### src/rtl/adc_clkdiv_pkg.sv
package adc_clkdiv_pkg;
  localparam int unsigned MAIN_W_DEF = 8;
  localparam int unsigned US_W_DEF   = 8;
  localparam int unsigned MS_W_DEF   = 16;
endpackage

### src/rtl/adc_div_cfg_reg.sv
module adc_div_cfg_reg #(
  parameter int unsigned MAIN_W = 8,
  parameter int unsigned US_W   = 8,
  parameter int unsigned MS_W   = 16,
  localparam int unsigned REG_W = MAIN_W + US_W + MS_W
) (
  input  logic              clk_i,
  input  logic              rst_ni,
  input  logic              wr_en_i,
  input  logic [REG_W-1:0]  wr_data_i,
  output logic [MAIN_W-1:0] main_lim_o,
  output logic [US_W-1:0]   us_lim_o,
  output logic [MS_W-1:0]   ms_lim_o,
  output logic              clr_o
);
  localparam int unsigned US_LSB = MAIN_W;
  localparam int unsigned MS_LSB = MAIN_W + US_W;

  logic [REG_W-1:0] cfg_q;

  always_ff @(posedge clk_i or negedge rst_ni) begin
    if (!rst_ni)      cfg_q <= '0;
    else if (wr_en_i) cfg_q <= wr_data_i;
  end

  assign main_lim_o = cfg_q[MAIN_W-1:0];
  assign us_lim_o   = cfg_q[US_LSB +: US_W];
  assign ms_lim_o   = cfg_q[MS_LSB +: MS_W];
  // counters restart on the same edge that loads the new fields
  assign clr_o      = wr_en_i;
endmodule

### src/rtl/adc_div_stage.sv
module adc_div_stage #(
  parameter int unsigned CNT_W = 8
) (
  input  logic             clk_i,
  input  logic             rst_ni,
  input  logic             clr_i,
  input  logic             step_i,
  input  logic [CNT_W-1:0] lim_i,
  output logic             hit_o
);
  logic [CNT_W-1:0] cnt_q;

  assign hit_o = step_i & ~clr_i & (cnt_q == lim_i);

  always_ff @(posedge clk_i or negedge rst_ni) begin
    if (!rst_ni)     cnt_q <= '0;
    else if (clr_i)  cnt_q <= '0;
    else if (step_i) cnt_q <= hit_o ? '0 : cnt_q + 1'b1;
  end
endmodule

### src/rtl/adc_clkdiv.sv
module adc_clkdiv
  import adc_clkdiv_pkg::*;
#(
  parameter int unsigned MAIN_W = MAIN_W_DEF,
  parameter int unsigned US_W   = US_W_DEF,
  parameter int unsigned MS_W   = MS_W_DEF,
  localparam int unsigned REG_W = MAIN_W + US_W + MS_W
) (
  input  logic             clk_i,
  input  logic             rst_ni,
  input  logic             wr_en_i,
  input  logic [REG_W-1:0] wr_data_i,
  output logic             adc_clk_en_o,
  output logic             tick_10us_o,
  output logic             tick_ms_o
);
  logic [MAIN_W-1:0] main_lim;
  logic [US_W-1:0]   us_lim;
  logic [MS_W-1:0]   ms_lim;
  logic              clr;
  logic              adc_en;

  adc_div_cfg_reg #(.MAIN_W(MAIN_W), .US_W(US_W), .MS_W(MS_W)) u_cfg (
    .clk_i, .rst_ni, .wr_en_i, .wr_data_i,
    .main_lim_o(main_lim), .us_lim_o(us_lim), .ms_lim_o(ms_lim), .clr_o(clr)
  );

  adc_div_stage #(.CNT_W(MAIN_W)) u_main (
    .clk_i, .rst_ni, .clr_i(clr), .step_i(1'b1), .lim_i(main_lim), .hit_o(adc_en)
  );

  // slow stages advance only on conversion enables
  adc_div_stage #(.CNT_W(US_W)) u_us (
    .clk_i, .rst_ni, .clr_i(clr), .step_i(adc_en), .lim_i(us_lim), .hit_o(tick_10us_o)
  );

  adc_div_stage #(.CNT_W(MS_W)) u_ms (
    .clk_i, .rst_ni, .clr_i(clr), .step_i(adc_en), .lim_i(ms_lim), .hit_o(tick_ms_o)
  );

  assign adc_clk_en_o = adc_en;
endmodule

### config.mk
export PLATFORM = sky130hd
export DESIGN_NAME = adc_clkdiv
export DESIGN_NICKNAME = d
export VERILOG_FILES = /design/src/rtl/adc_clkdiv_pkg.sv /design/src/rtl/adc_div_cfg_reg.sv /design/src/rtl/adc_div_stage.sv /design/src/rtl/adc_clkdiv.sv
export SDC_FILE = /design/constraint.sdc
export NUM_CORES = 1
export LEC_CHECK = 0
export ABC_AREA = 1
export BUFFER_PORTS_ARGS = -buffer_cell sky130_fd_sc_hd__buf_2
export CAP_MARGIN = 25
export CORE_MARGIN = 2
export CORE_UTILIZATION = 45
export CTS_BUF_LIST = sky130_fd_sc_hd__clkbuf_4
export DETAILED_ROUTE_END_ITERATION = 10
export GPL_TIMING_DRIVEN = 0
export MAX_ROUTING_LAYER = met4
export PLACE_DENSITY = 0.6
export SETUP_SLACK_MARGIN = 0.2
export SKIP_CTS_REPAIR_TIMING = 1
export SLEW_MARGIN = 20
export SYNTH_ARGS = -nofsm -noshare
export SYNTH_HDL_FRONTEND = slang
export SYNTH_HIERARCHICAL = 1
export SYNTH_SLANG_ARGS = --single-unit
export TNS_END_PERCENT = 20
### constraint.sdc
create_clock -name clk_i -period 5.27 [get_ports clk_i]
set_input_delay 0.527 -clock clk_i [delete_from_list [all_inputs] [get_ports clk_i]]
set_output_delay 0.527 -clock clk_i [all_outputs]
set_load 0.02 [all_outputs]
==> out/results.ini <==
[die]
start_util=0.4698
io_pins=38
core_um2=8299
die_width_um=97.08
die-area_um2=9425
dieHeight_um=97.08
rows=33

[clocking]
clockRootBuffer=clkbuf_4
cts_buffers=9
clk_latency_ns=0.41
cts_tree=built
htree_num_levels=3
clk_pin_slew_ns=0.11
cts.sinks=64
cts_buffer_depth=2

[yosys]
synth.yosys.warnings=6
yosys-top-cells-count=nand2_1 (271), dfrtp_1 (64), inv_1 (53)
synth.avg_cell_area_um2=7.000
ys_seq_area_frac=0.4108
syn_area_um2=3899
synth_area_leaders=dfrtp_1 (41%), nand2_1 (26%), nand3_1 (5.4%), inv_1 (5.1%), nor2_1 (3.6%)
ys_ff_latch=64
synth.largest_area_cell=dfrtp_1
synth.distinct_cells=28
ys.flop_type=dfrtp_1
yosysMostFrequentCell=nand2_1
synth_top_area_share=0.4108
synth_edf_count=0
synthCells=557
ys_async_sr_fraction=1.000

[global_route]
grt_pass1_wl_um=14680
met1_usage=0.2395
grt_pass1_vias=3237
grt_antenna_before_repair=0
grt_use_met2=0.3189
grt.busiest_layer=met2
globalRouteOverflowTotal=0
met3_usage=0.03597
grt_start_max_net_pins=35
grt.total_usage=0.1977

[place]
hpwl_um=5819
pre_cts_ws_ns=2.780
gp_congestion=0.8202
place_area_um2=4237
dp.cells=700
port_buffers=36

[worst_setup_path]
path_max_fanout=9
crit_type=reg -> out
max_stage_delay_ns=0.45
critical_path_arrival_ns=2.33
start_kind=register
cp.depth=10
cp_common_cell=nand2_1
path_cells=inv_1, nand2_1, nand2_1, nand2_1, nor2_1, nand2_4, nor3_2, inv_1, nor3_4, buf_2
slowest_stage=dfrtp_1
r2r_cells=12
cp-end-kind=output pin
critical-path-top-delay-family=simple AND/OR/NAND/NOR gates
crit_required_ns=4.74
path_buf_inv=3

[timing]
period_share=0.5416
worst_pin_slew_ns=0.5748
setup_viol=0
holdWs_ns=0.03187
max_freq_ghz=0.3504
hold_viol=0
final.min_clock_period_ns=2.854
tns_ns=0
finalMaxSlewViolations=0
max_slew_margin=0.6154
rsz0062_at_grt=false
final.setup_skew_ns=0.01285
setup_ws_ns=2.416

[cells_and_area]
n_antenna_cell=0
stdcell_count=716
finalInstanceArea_um2=4395
fin_nets=644
fillers=838
synthToLayoutAreaGrowth_pct=12.74
drive_gt1_frac=0.1718
fin_util=0.5296
regArea_um2=1602
multi_input_comb_area_um2=1909

[route]
drtIter0Drc=81
num_vias=3328
antenna_left=0
viasPerCell=4.648
routed_wl_um=8182
drc=0
wire_per_inst_um=11.43
dr.pass1.iters=4

[power_and_ir_drop]
p_leak_nw=2.519
total_power_mw=1.034
vdd_drop_max_v=0.0001199
p_per_area_nw_per_um2=235.3

[worst_hold_path]
hold_class=in -> async

[run]
cap_viol_max_count=0

[outcome]
run_status=finished clean

path summary, 6_finish.rpt:
path	from	endpoint	slack (ns)
min reg2reg	u_cfg/cfg_q[14]	u_cfg/cfg_q[14]	0.50
min in group clk_i	wr_data_i[3]	u_cfg/cfg_q[3]	0.30
max reg2reg	u_main/cnt_q[0]	u_ms/cnt_q[5]	2.76
max in group asynchronous	rst_ni	u_ms/cnt_q[0]	4.70
min	rst_ni	u_cfg/cfg_q[19]	0.03
max	u_main/cnt_q[0]	tick_ms_o	2.42
report_power, final:
| group | switching, mW | internal [mW] |
|---|---|---|
| registers | 0.0197 | 0.514 |
| clock network | 0.191 | 0.195 |
| logic | 0.0656 | 0.0483 |
cell type report:
type                       instances  area share
multi-input combinational        418      0.4344
sequential                        64      0.3644
inverter                          63     0.05551
timing repair buffer              37     0.04611
buffer                            13     0.03359
tap                              105     0.02989
clock inverter                     6     0.01907
clock buffer                      10     0.01708
logic make-up after synthesis:
family,after synthesis,synth area share
adder cells (fa/ha/maj),3,0.009629
XOR/XNOR,20,0.04493
other,1,0.0009618
flip-flops,64,0.4108
AND/OR/NAND/NOR,389,0.4275
AO/OA/AOI/OAI,4,0.005776
buffers and inverters,76,0.1004
sequential cells by signal, indices dropped and copies added, names as in the netlist:
signal,count
u_main/cnt_q,8
u_cfg/cfg_q,32
u_us/cnt_q,8
u_ms/cnt_q,16
metal layers:
metal  up-vias  wire length [um]
met3        13               241
met2        48              3785
met1      1487              3963
met5         -                 0
li1       1780                 -
met4         0               191
worst reg2reg max path, stage by stage, from the launching register on:
cell     delay [ns]
dfrtp_1        0.45
inv_1          0.09
nand2_1        0.05
nand2_1        0.05
nand2_1        0.05
nor2_1         0.19
nand2_4        0.12
nor3_2         0.37
inv_1          0.16
nor2_1         0.46
buf_4          0.29
nand3_1        0.09
nand2_1        0.07
cell usage in the layout, fill, tap and decap left out, drive strengths merged:
cell      synthesis  routed
ha                3       3
o21bai            1       1
xor2              8       8
clkinvlp          0       2
nand3b            4       4
o21ai             3       3
clkinv            0       2
xnor2            12      12
buf               9      46
nand4             3       3
nor3              4       4
clkbuf            4      14
bufinv            0       2
nand2           286     286
conb              1       2
nand3            46      46
inv              63      63
nor2             46      46
dfrtp            64      64
Note: power is estimated with default switching activity, not from simulation.
